**config.mk**
```make
export PLATFORM = sky130hd
export DESIGN_NAME = isr_vector_unit
export DESIGN_NICKNAME = d
export VERILOG_FILES = /design/src/rtl/isr_pkg.sv /design/src/rtl/isr_cfg_regs.sv /design/src/rtl/isr_prio_arb.sv /design/src/rtl/isr_ack_seq.sv /design/src/rtl/isr_vector_unit.sv
export SDC_FILE = /design/constraint.sdc
export NUM_CORES = 1
export LEC_CHECK = 0
export ABC_AREA = 1
export CORE_MARGIN = 2
export CORE_UTILIZATION = 51
export CTS_BUF_LIST = sky130_fd_sc_hd__clkbuf_4 sky130_fd_sc_hd__clkbuf_8 sky130_fd_sc_hd__clkbuf_16
export CTS_CLUSTER_SIZE = 30
export DETAILED_ROUTE_END_ITERATION = 12
export GPL_TIMING_DRIVEN = 0
export PLACE_DENSITY = 0.82
export SLEW_MARGIN = 20
export SYNTH_ARGS = -nofsm -noshare
export SYNTH_HDL_FRONTEND = slang
export SYNTH_SLANG_ARGS = --single-unit
```
**constraint.sdc**
```tcl
create_clock -name clk -period 3.7 [get_ports clk]
set_clock_uncertainty 0.2 [all_clocks]
set_input_delay 1.11 -clock clk [delete_from_list [all_inputs] [get_ports clk]]
set_output_delay 1.11 -clock clk [all_outputs]
set_load 0.005 [all_outputs]
```
**src/rtl/isr_pkg.sv**
```systemverilog
package isr_pkg;

    localparam int NSRC   = 4;
    localparam int CODE_W = 3;

    // source index doubles as priority rank: higher index wins
    typedef enum logic [1:0] {
        SRC_EXT  = 2'd0,
        SRC_TX   = 2'd1,
        SRC_RXAV = 2'd2,
        SRC_SPEC = 2'd3
    } src_e;

    typedef enum logic [1:0] {
        RXM_OFF   = 2'b00,
        RXM_FIRST = 2'b01,
        RXM_ALL   = 2'b10,
        RXM_SPEC  = 2'b11
    } rxmode_e;

    typedef enum logic {
        ST_IDLE = 1'b0,
        ST_HOLD = 1'b1
    } ack_state_e;

    localparam logic [CODE_W-1:0] CODE_NONE = 3'b000;
    localparam logic [CODE_W-1:0] CODE_TX   = 3'b100;
    localparam logic [CODE_W-1:0] CODE_EXT  = 3'b101;
    localparam logic [CODE_W-1:0] CODE_RXAV = 3'b110;
    localparam logic [CODE_W-1:0] CODE_SPEC = 3'b111;

    localparam logic [1:0] ADDR_BASE = 2'd0;
    localparam logic [1:0] ADDR_ENA  = 2'd1;
    localparam logic [1:0] ADDR_CTRL = 2'd2;

    localparam int ENA_EXT_BIT  = 0;
    localparam int ENA_TX_BIT   = 1;
    localparam int ENA_RXM_LSB  = 2;
    localparam int CTRL_MIE_BIT = 0;
    localparam int CTRL_VIS_BIT = 1;

    function automatic logic [CODE_W-1:0] src_code(input int idx);
        case (idx)
            0:       return CODE_EXT;
            1:       return CODE_TX;
            2:       return CODE_RXAV;
            3:       return CODE_SPEC;
            default: return CODE_NONE;
        endcase
    endfunction

endpackage

```
**src/rtl/isr_cfg_regs.sv**
```systemverilog
module isr_cfg_regs
    import isr_pkg::*;
#(
    parameter int VEC_W  = 8,
    parameter int ADDR_W = 2
) (
    input  logic              clk,
    input  logic              rst_n,
    input  logic              wr_en,
    input  logic [ADDR_W-1:0] wr_addr,
    input  logic [VEC_W-1:0]  wr_data,
    input  logic              clr_armed,
    output logic [VEC_W-1:0]  base_vec,
    output logic              mie,
    output logic              vis,
    output rxmode_e           rx_mode,
    output logic [NSRC-1:0]   src_en
);

    logic [VEC_W-1:0] base_q;
    logic             ext_en_q;
    logic             tx_en_q;
    rxmode_e          rxm_q;
    logic             mie_q;
    logic             vis_q;
    logic             armed_q;
    logic             ena_wr;

    assign ena_wr = wr_en && (wr_addr == ADDR_W'(ADDR_ENA));

    always_ff @(posedge clk or negedge rst_n) begin
        if (!rst_n) begin
            base_q   <= '0;
            ext_en_q <= 1'b0;
            tx_en_q  <= 1'b0;
            rxm_q    <= RXM_OFF;
            mie_q    <= 1'b0;
            vis_q    <= 1'b0;
        end else if (wr_en) begin
            case (wr_addr)
                ADDR_W'(ADDR_BASE): base_q <= wr_data;
                ADDR_W'(ADDR_ENA): begin
                    ext_en_q <= wr_data[ENA_EXT_BIT];
                    tx_en_q  <= wr_data[ENA_TX_BIT];
                    rxm_q    <= rxmode_e'(wr_data[ENA_RXM_LSB +: 2]);
                end
                ADDR_W'(ADDR_CTRL): begin
                    mie_q <= wr_data[CTRL_MIE_BIT];
                    vis_q <= wr_data[CTRL_VIS_BIT];
                end
                default: ;
            endcase
        end
    end

    // first-character arming: set by any enable write, cleared when a
    // receive-character vector is handed out
    always_ff @(posedge clk or negedge rst_n) begin
        if (!rst_n)
            armed_q <= 1'b0;
        else if (ena_wr)
            armed_q <= 1'b1;
        else if (clr_armed)
            armed_q <= 1'b0;
    end

    always_comb begin
        src_en           = '0;
        src_en[SRC_EXT]  = ext_en_q;
        src_en[SRC_TX]   = tx_en_q;
        src_en[SRC_RXAV] = (rxm_q == RXM_ALL) || ((rxm_q == RXM_FIRST) && armed_q);
        src_en[SRC_SPEC] = (rxm_q != RXM_OFF);
    end

    assign base_vec = base_q;
    assign mie      = mie_q;
    assign vis      = vis_q;
    assign rx_mode  = rxm_q;

    AST_MIE_LOAD: assert property (@(posedge clk) disable iff (!rst_n)
        (wr_en && wr_addr == ADDR_W'(ADDR_CTRL)) |=> (mie_q == $past(wr_data[CTRL_MIE_BIT])));

endmodule

```
**src/rtl/isr_prio_arb.sv**
```systemverilog
module isr_prio_arb
    import isr_pkg::*;
(
    input  logic [NSRC-1:0]   src_raw,
    input  logic [NSRC-1:0]   src_en,
    output logic [NSRC-1:0]   grant,
    output logic [CODE_W-1:0] code,
    output logic              any_pend
);

    logic [NSRC-1:0] pend;

    for (genvar g = 0; g < NSRC; g++) begin : g_gate
        assign pend[g] = src_raw[g] & src_en[g];
    end

    // ascending scan: a later (higher) index overrides, giving fixed priority
    always_comb begin
        grant = '0;
        code  = CODE_NONE;
        for (int i = 0; i < NSRC; i++) begin
            if (pend[i]) begin
                grant    = '0;
                grant[i] = 1'b1;
                code     = src_code(i);
            end
        end
    end

    assign any_pend = |pend;

endmodule

```
**src/rtl/isr_ack_seq.sv**
```systemverilog
module isr_ack_seq
    import isr_pkg::*;
#(
    parameter int VEC_W    = 8,
    parameter int CODE_LSB = 1
) (
    input  logic              clk,
    input  logic              rst_n,
    input  logic              inta,
    input  logic              any_pend,
    input  logic              mie,
    input  logic              vis,
    input  logic [VEC_W-1:0]  base_vec,
    input  logic [CODE_W-1:0] code,
    output logic              irq,
    output logic [VEC_W-1:0]  vec_out,
    output logic              ack_start
);

    localparam logic [VEC_W-1:0] CODE_MASK = VEC_W'(((1 << CODE_W) - 1) << CODE_LSB);

    ack_state_e       state_q, state_d;
    logic [VEC_W-1:0] vec_q;
    logic [VEC_W-1:0] vec_d;
    logic             irq_q;

    always_ff @(posedge clk or negedge rst_n) begin
        if (!rst_n)
            state_q <= ST_IDLE;
        else
            state_q <= state_d;
    end

    always_comb begin
        state_d = state_q;
        unique case (state_q)
            ST_IDLE: if (inta)  state_d = ST_HOLD;
            ST_HOLD: if (!inta) state_d = ST_IDLE;
        endcase
    end

    assign ack_start = (state_q == ST_IDLE) && inta;

    always_comb begin
        if (vis)
            vec_d = (base_vec & ~CODE_MASK) | (VEC_W'(code) << CODE_LSB);
        else
            vec_d = base_vec;
    end

    always_ff @(posedge clk or negedge rst_n) begin
        if (!rst_n) begin
            irq_q <= 1'b0;
            vec_q <= '0;
        end else begin
            irq_q <= mie && any_pend;
            if (ack_start)
                vec_q <= vec_d;
        end
    end

    assign irq     = irq_q;
    assign vec_out = vec_q;

    AST_VEC_HELD: assert property (@(posedge clk) disable iff (!rst_n)
        (state_q == ST_HOLD) |=> $stable(vec_q));

    AST_HOLD_HAS_ACK: assert property (@(posedge clk) disable iff (!rst_n)
        (state_q == ST_HOLD && !$past(inta)) |-> 1'b0 );

endmodule

```
**src/rtl/isr_vector_unit.sv**
```systemverilog
module isr_vector_unit
    import isr_pkg::*;
#(
    parameter int VEC_W    = 8,
    parameter int ADDR_W   = 2,
    parameter int CODE_LSB = 1
) (
    input  logic              clk,
    input  logic              rst_n,
    input  logic              wr_en,
    input  logic [ADDR_W-1:0] wr_addr,
    input  logic [VEC_W-1:0]  wr_data,
    input  logic              src_tx_empty,
    input  logic              src_ext_chg,
    input  logic              src_rx_avail,
    input  logic              src_rx_special,
    input  logic              inta,
    output logic              irq,
    output logic [VEC_W-1:0]  vec_out
);

    logic [VEC_W-1:0]  base_vec;
    logic              mie;
    logic              vis;
    rxmode_e           rx_mode;
    logic [NSRC-1:0]   src_en;
    logic [NSRC-1:0]   src_raw;
    logic [NSRC-1:0]   grant;
    logic [CODE_W-1:0] code;
    logic              any_pend;
    logic              ack_start;
    logic              clr_armed;

    always_comb begin
        src_raw           = '0;
        src_raw[SRC_EXT]  = src_ext_chg;
        src_raw[SRC_TX]   = src_tx_empty;
        src_raw[SRC_RXAV] = src_rx_avail;
        src_raw[SRC_SPEC] = src_rx_special;
    end

    assign clr_armed = ack_start && grant[SRC_RXAV];

    isr_cfg_regs #(.VEC_W(VEC_W), .ADDR_W(ADDR_W)) u_cfg (
        .clk       (clk),
        .rst_n     (rst_n),
        .wr_en     (wr_en),
        .wr_addr   (wr_addr),
        .wr_data   (wr_data),
        .clr_armed (clr_armed),
        .base_vec  (base_vec),
        .mie       (mie),
        .vis       (vis),
        .rx_mode   (rx_mode),
        .src_en    (src_en)
    );

    isr_prio_arb u_arb (
        .src_raw  (src_raw),
        .src_en   (src_en),
        .grant    (grant),
        .code     (code),
        .any_pend (any_pend)
    );

    isr_ack_seq #(.VEC_W(VEC_W), .CODE_LSB(CODE_LSB)) u_seq (
        .clk       (clk),
        .rst_n     (rst_n),
        .inta      (inta),
        .any_pend  (any_pend),
        .mie       (mie),
        .vis       (vis),
        .base_vec  (base_vec),
        .code      (code),
        .irq       (irq),
        .vec_out   (vec_out),
        .ack_start (ack_start)
    );

    AST_IRQ_FOLLOWS: assert property (@(posedge clk) disable iff (!rst_n)
        (mie && any_pend) |=> irq);

    AST_IRQ_NEEDS_MIE: assert property (@(posedge clk) disable iff (!rst_n)
        !mie |=> !irq);

    AST_PLAIN_VECTOR: assert property (@(posedge clk) disable iff (!rst_n)
        (ack_start && !vis) |=> (vec_out == $past(base_vec)));

    AST_GRANT_ONEHOT: assert property (@(posedge clk) disable iff (!rst_n)
        $onehot0(grant));

    AST_SPECIAL_WINS: assert property (@(posedge clk) disable iff (!rst_n)
        (ack_start && vis && src_rx_special && src_en[SRC_SPEC])
            |=> (vec_out[CODE_LSB +: CODE_W] == CODE_SPEC));

    AST_FIRST_DISARMS: assert property (@(posedge clk) disable iff (!rst_n)
        (ack_start && grant[SRC_RXAV] && rx_mode == RXM_FIRST
            && !(wr_en && wr_addr == ADDR_W'(ADDR_ENA))) |=> !src_en[SRC_RXAV]);

endmodule

```
## Word level (Yosys, flattened, before mapping)

Cells that the tools add are included.
W data, S select, Z words.

- Equal/unequal tests: 4
- Mux-type cells: 12
- Bitwise logic cells: 6
- Reductions and logical operators: 13

Operators with widths:

| operator | count |
|---|---|
| $mux W3 | 6 |
| $mux W8 | 1 |
| $or A8 B4 Y8 | 1 |
| $reduce_and A2 Y1 | 3 |
| $logic_and A1 B1 Y1 | 5 |
| $and A1 B1 Y1 | 4 |
| $eq A2 B1 Y1 const B | 2 |
| $eq A2 B2 Y1 const B | 2 |
| $mux W1 | 4 |
| $reduce_bool A2 Y1 | 2 |
| $reduce_or A4 Y1 | 1 |
| $logic_not A2 Y1 | 1 |
| $mux W2 | 1 |
| $logic_or A1 B1 Y1 | 1 |
| $not A1 Y1 | 1 |

- Flip-flop bits (word level): 25
- Input port bits: 18
- Output and inout bits: 9
- Logic and storage cells: 45

## Longest topological paths before layout

- Word-level depth: 9
- Mapped depth: 8
- Gate-level depth less buffers: 8

## Hierarchy

Synthesis repeated with hierarchy kept, for this count alone.

- Cells, all modules: 140
- Area total of the unflattened synthesis: 1177.4 um2

By module, submodules not included:

| module | times used | cells each | area an instance (um2) | sequential area each (um2) |
|---|---|---|---|---|
| isr_cfg_regs | 1 | 74 | 673.1 | 375.4 |
| isr_ack_seq | 1 | 49 | 404.1 | 250.2 |
| isr_prio_arb | 1 | 15 | 92.6 | 0.0 |
| isr_vector_unit | 1 | 2 | 7.5 | 0.0 |

## Least setup slack after synthesis

No wires, ideal clock.

- Path type: in2reg
- Start: in wr_addr[1]
- End: reg u_cfg.base_q[2] (netlist: u_cfg.base_vec[2])
- Setup time: 117 ps
- Data arrival time: 1558 ps
- Data required time: 3383 ps
- Path slack: 1825 ps
- Stages: 5
- Buffers on the path: 1
- Cells stage by stage: nor2_2 -> nand2_2 -> buf_6 -> nand2_1 -> o21ai_2

- Cells in the longest elaborated chain, start to end: 2

Ends and longest elaborated chain:

| item | line | text |
|---|---|---|
| start, declared | isr_vector_unit.sv:11 | `input logic [ADDR_W-1:0] wr_addr,` |
| $logic_not A2 Y1 | isr_cfg_regs.sv:40 | `case (wr_addr)` |
| $reduce_and A2 Y1 (no line) | - |  |
| end signal, assigned | isr_cfg_regs.sv:41 | `ADDR_W'(ADDR_BASE): base_q <= wr_data;` |
| end, declared | isr_cfg_regs.sv:20 | `logic [VEC_W-1:0] base_q;` |

No other way between the ends.
A chain may end at the register's enable or synchronous reset.

## Final worst setup path

- Start: reg u_seq.vec_q[0] (netlist: u_seq.vec_out[0])
- End: out vec_out[0]

RTL lines:

| item | line | text |
|---|---|---|
| start, declared | isr_ack_seq.sv:23 | `logic [VEC_W-1:0] vec_q;` |
| start signal, assigned | isr_ack_seq.sv:58 | `vec_q <= vec_d;` |
| end, declared | isr_vector_unit.sv:19 | `output logic [VEC_W-1:0] vec_out` |

No word-level cell between the ends.

==> summary.txt <==
Status
  • Status: finished, final reports clean

Detailed routing
  • Routed WL: 1860 um
  • DRC Markers: 0
  • Drt first pass iters: 4
  • DR vias/cell: 4.73
  • Initial DRC count: 13
  • DRT antenna net count: 0
  • Post-DR wirelength/cell: 10.5 um
  • Via Count: 838

Synthesis
  • Number of distinct library cells after synthesis: 15
  • Leading area contributor after synthesis: dfrtp_1
  • Ranking of synthesized cells by area: dfrtp_1 (58%), nand2_1 (11%), inv_1 (4.9%), nor2_1 (4.9%), o21ai_0 (4.6%)
  • Post-synthesis simple-gate area fraction: 0.224
  • Synth Area in XOR/XNOR: 0
  • Multiplexer share of the synthesized area: 0.0104
  • Adder-cell share of the synthesized area: 0
  • Yosys warns: 0
  • Compound-gate portion of the synthesized area: 0.123
  • Synthesized area: 1080 um2
  • Post-synthesis sequential area ratio: 0.579
  • Asr flop ratio synth: 1.00
  • Commonest cells in the synthesized netlist: nand2_1 (33), dfrtp_1 (25), inv_1 (14), nor2_1 (14), o21ai_0 (10)
  • Most frequent cell after synthesis: nand2_1
  • Post-synth EDFFs: 0
  • #FFs+latches synth: 25
  • Mean Syn Cell Area: 9.00 um2
  • Post-synth top flop: dfrtp_1
  • Largest family of logic cells by synthesized area: simple AND/OR/NAND/NOR gates
  • Share of the synthesized area in the top cell type: 0.579
  • Mapped Nets: 138
  • Syn Inst Count: 120

Timing
  • Slew Limit Fails: 0
  • Hold_ws: 0.294 ns
  • Max Clock Freq: 400 MHz
  • RSZ-0062 raised after global routing: false
  • Hold Fails Final Rpt: 0
  • Relative max-transition margin: 0.652
  • Final worst-path cycle share: 0.676
  • Fin crit period: 2.50 ns
  • Setup violators final: 0
  • Worst Max-Slew Pin Slew: 0.522 ns
  • TNS Setup: 0 ns

Run
  • Max cap viols: 0

Global route
  • Initial antenna violation count: 0
  • GR Util All Layers: 0.165
  • GR Util met1: 0.232
  • Overflow left after global routing: 0
  • M2 GR Usage: 0.272
  • Pin count of the biggest net entering global routing: 26
  • Vias in the first global route: 759
  • Busiest grt layer: met2
  • Met3 usage: 0.00909
  • First-pass GRT wire length: 3200 um

Clocking
  • CTS buffer count: 3
  • Setup Fix Bufs, Post-CTS: 0
  • Buffer depth of the longest clock path: 2
  • CTS tree: built
  • Hold_buf cts: 0
  • Reg clk slew, reported paths: 0.13 ns
  • Worst skew pair latency: 0.30 ns
  • Root Buffer: clkbuf_4
  • CTS Sinks: 25
  • Post_cts resized: 0
  • H-Tree Level Count: 1

Cells and area
  • N_diodes: 0
  • Fillers: 158
  • Nets@finish: 169
  • Layout cells sized above 1: 0.160
  • Syn-to-layout area delta: 29.3%

Setup path
  • Worst Path Max Fanout: 2
  • Crit path max-delay family: buffers and inverters
  • CP bufs+invs: 1
  • Worst setup SP type: flop
  • Crit end category: primary output
  • Slowest cell on crit path: clkdlybuf4s50_1
  • Critical Path AT: 1.19 ns
  • Critical path cell sequence: clkdlybuf4s50_1
  • Crit Path Class: flop to primary output
  • Worst stage delay on the critical path: 0.50 ns
  • WP data required: 2.39 ns

Floorplanning
  • Cell Rows: 16
  • Core area: 1980 um2
  • Ports: 27
  • Die Wd: 50.0 um
  • Die outline area: 2500 um2
  • Die Span Y: 50.0 um
  • Initial Util: 0.545

Power
  • Lkg Pwr: 0.685 nW
  • Pwr dens: 440 nW/um2
  • Peak supply drop: 0.000373 V

Placement
  • Gp weighted congestion: 0.775
  • I/O Buffers: 26
  • Final HPWL DP: 1460 um

Worst hold path
  • Hold WC Path Type: flop to flop
cell families (layout without fill, tap and decap cells):
| family | count (synthesis) | count (layout) |
|---|---|---|
| AND/OR/NAND/NOR | 58 | 58 |
| flip-flops | 25 | 25 |
| AO/OA/AOI/OAI | 20 | 20 |
| buffers and inverters | 16 | 46 |
| multiplexers | 1 | 1 |
routing by layer:
metal	part of all wire	vias up
li1	-	434
met1	0.47	381
met2	0.49	21
met3	0.033	2
met4	0.010	0
met5	0	-
final cells by class:
type,count,area (um2),area share
Inverter,14,52.6,0.0376
Clock inverter,1,5.00,0.00358
Buffer,2,16.3,0.0116
Sequential cell,25,626,0.448
Clock buffer,3,22.5,0.0161
Tap cell,27,33.8,0.0242
Multi-Input combinational cell,79,385,0.276
Timing Repair Buffer,26,255,0.183
stage by stage:
step                      cells  utilization  setup slack (ns)  instance area, um2  total power (W)
after global routing        177        0.705              1.15                1400         0.000653
after detailed placement    173        0.693              1.08                1370         0.000507
after floorplan             120            -              1.83                1080         0.000424
after global placement      173        0.693              1.09                1370         0.000500
final                       177        0.705              1.20                1400         0.000614
after CTS                   177        0.707              1.19                1400         0.000621
report_power, final:
group          total [W]  internal, W  leakage, nW  switching, W
clock network   0.000116    0.0000403       0.0177     0.0000758
registers       0.000346     0.000320        0.301     0.0000264
logic           0.000152    0.0000843        0.366     0.0000678
total           0.000614     0.000444        0.685      0.000170
state kept, by name, indices dropped and copies added (netlist names):
register / cells
u_cfg.base_vec: 8
u_seq.vec_out: 8
u_cfg.rx_mode: 2
u_cfg.armed_q: 1
u_cfg.ext_en_q: 1
u_cfg.mie: 1
u_cfg.tx_en_q: 1
u_cfg.vis: 1
u_seq.irq: 1
u_seq.state_q: 1
tightest hold or removal path: stages (launching register included):
cell     delay (ns)
dfrtp_1        0.37
nand2_1        0.06
nand2_1        0.05
cell usage in the layout (no fill, tap or decap), types with 4 or more instances in the layout:
cell / count
nand2_1: 33
clkdlybuf4s50_1: 25
dfrtp_1: 25
inv_1: 14
nor2_1: 14
o21ai_0: 10
nor2_2: 4
nand2_2: 4
a21oi_2: 4
o21ai_2: 4
final timing paths:
path / startpoint / to / slack, ns / cells after the start
max in group asynchronous: rst_n / u_cfg.tx_en_q$_DFFE_PN0P_ / 2.40 / 1
min: u_cfg.armed_q$_DFFE_PN0P_ / u_cfg.armed_q$_DFFE_PN0P_ / 0.29 / 2
min in group asynchronous: rst_n / u_seq.vec_out[7]$_DFFE_PN0P_ / 0.56 / 1
max reg2reg: u_cfg.rx_mode[1]$_DFFE_PN0P_ / u_seq.vec_out[3]$_DFFE_PN0P_ / 2.45 / 6
max: u_seq.vec_out[0]$_DFFE_PN0P_ / vec_out[0] / 1.20 / 1
min reg2reg: u_cfg.armed_q$_DFFE_PN0P_ / u_cfg.armed_q$_DFFE_PN0P_ / 0.29 / 2
No activity file was read; power rests on OpenSTA's default activity.
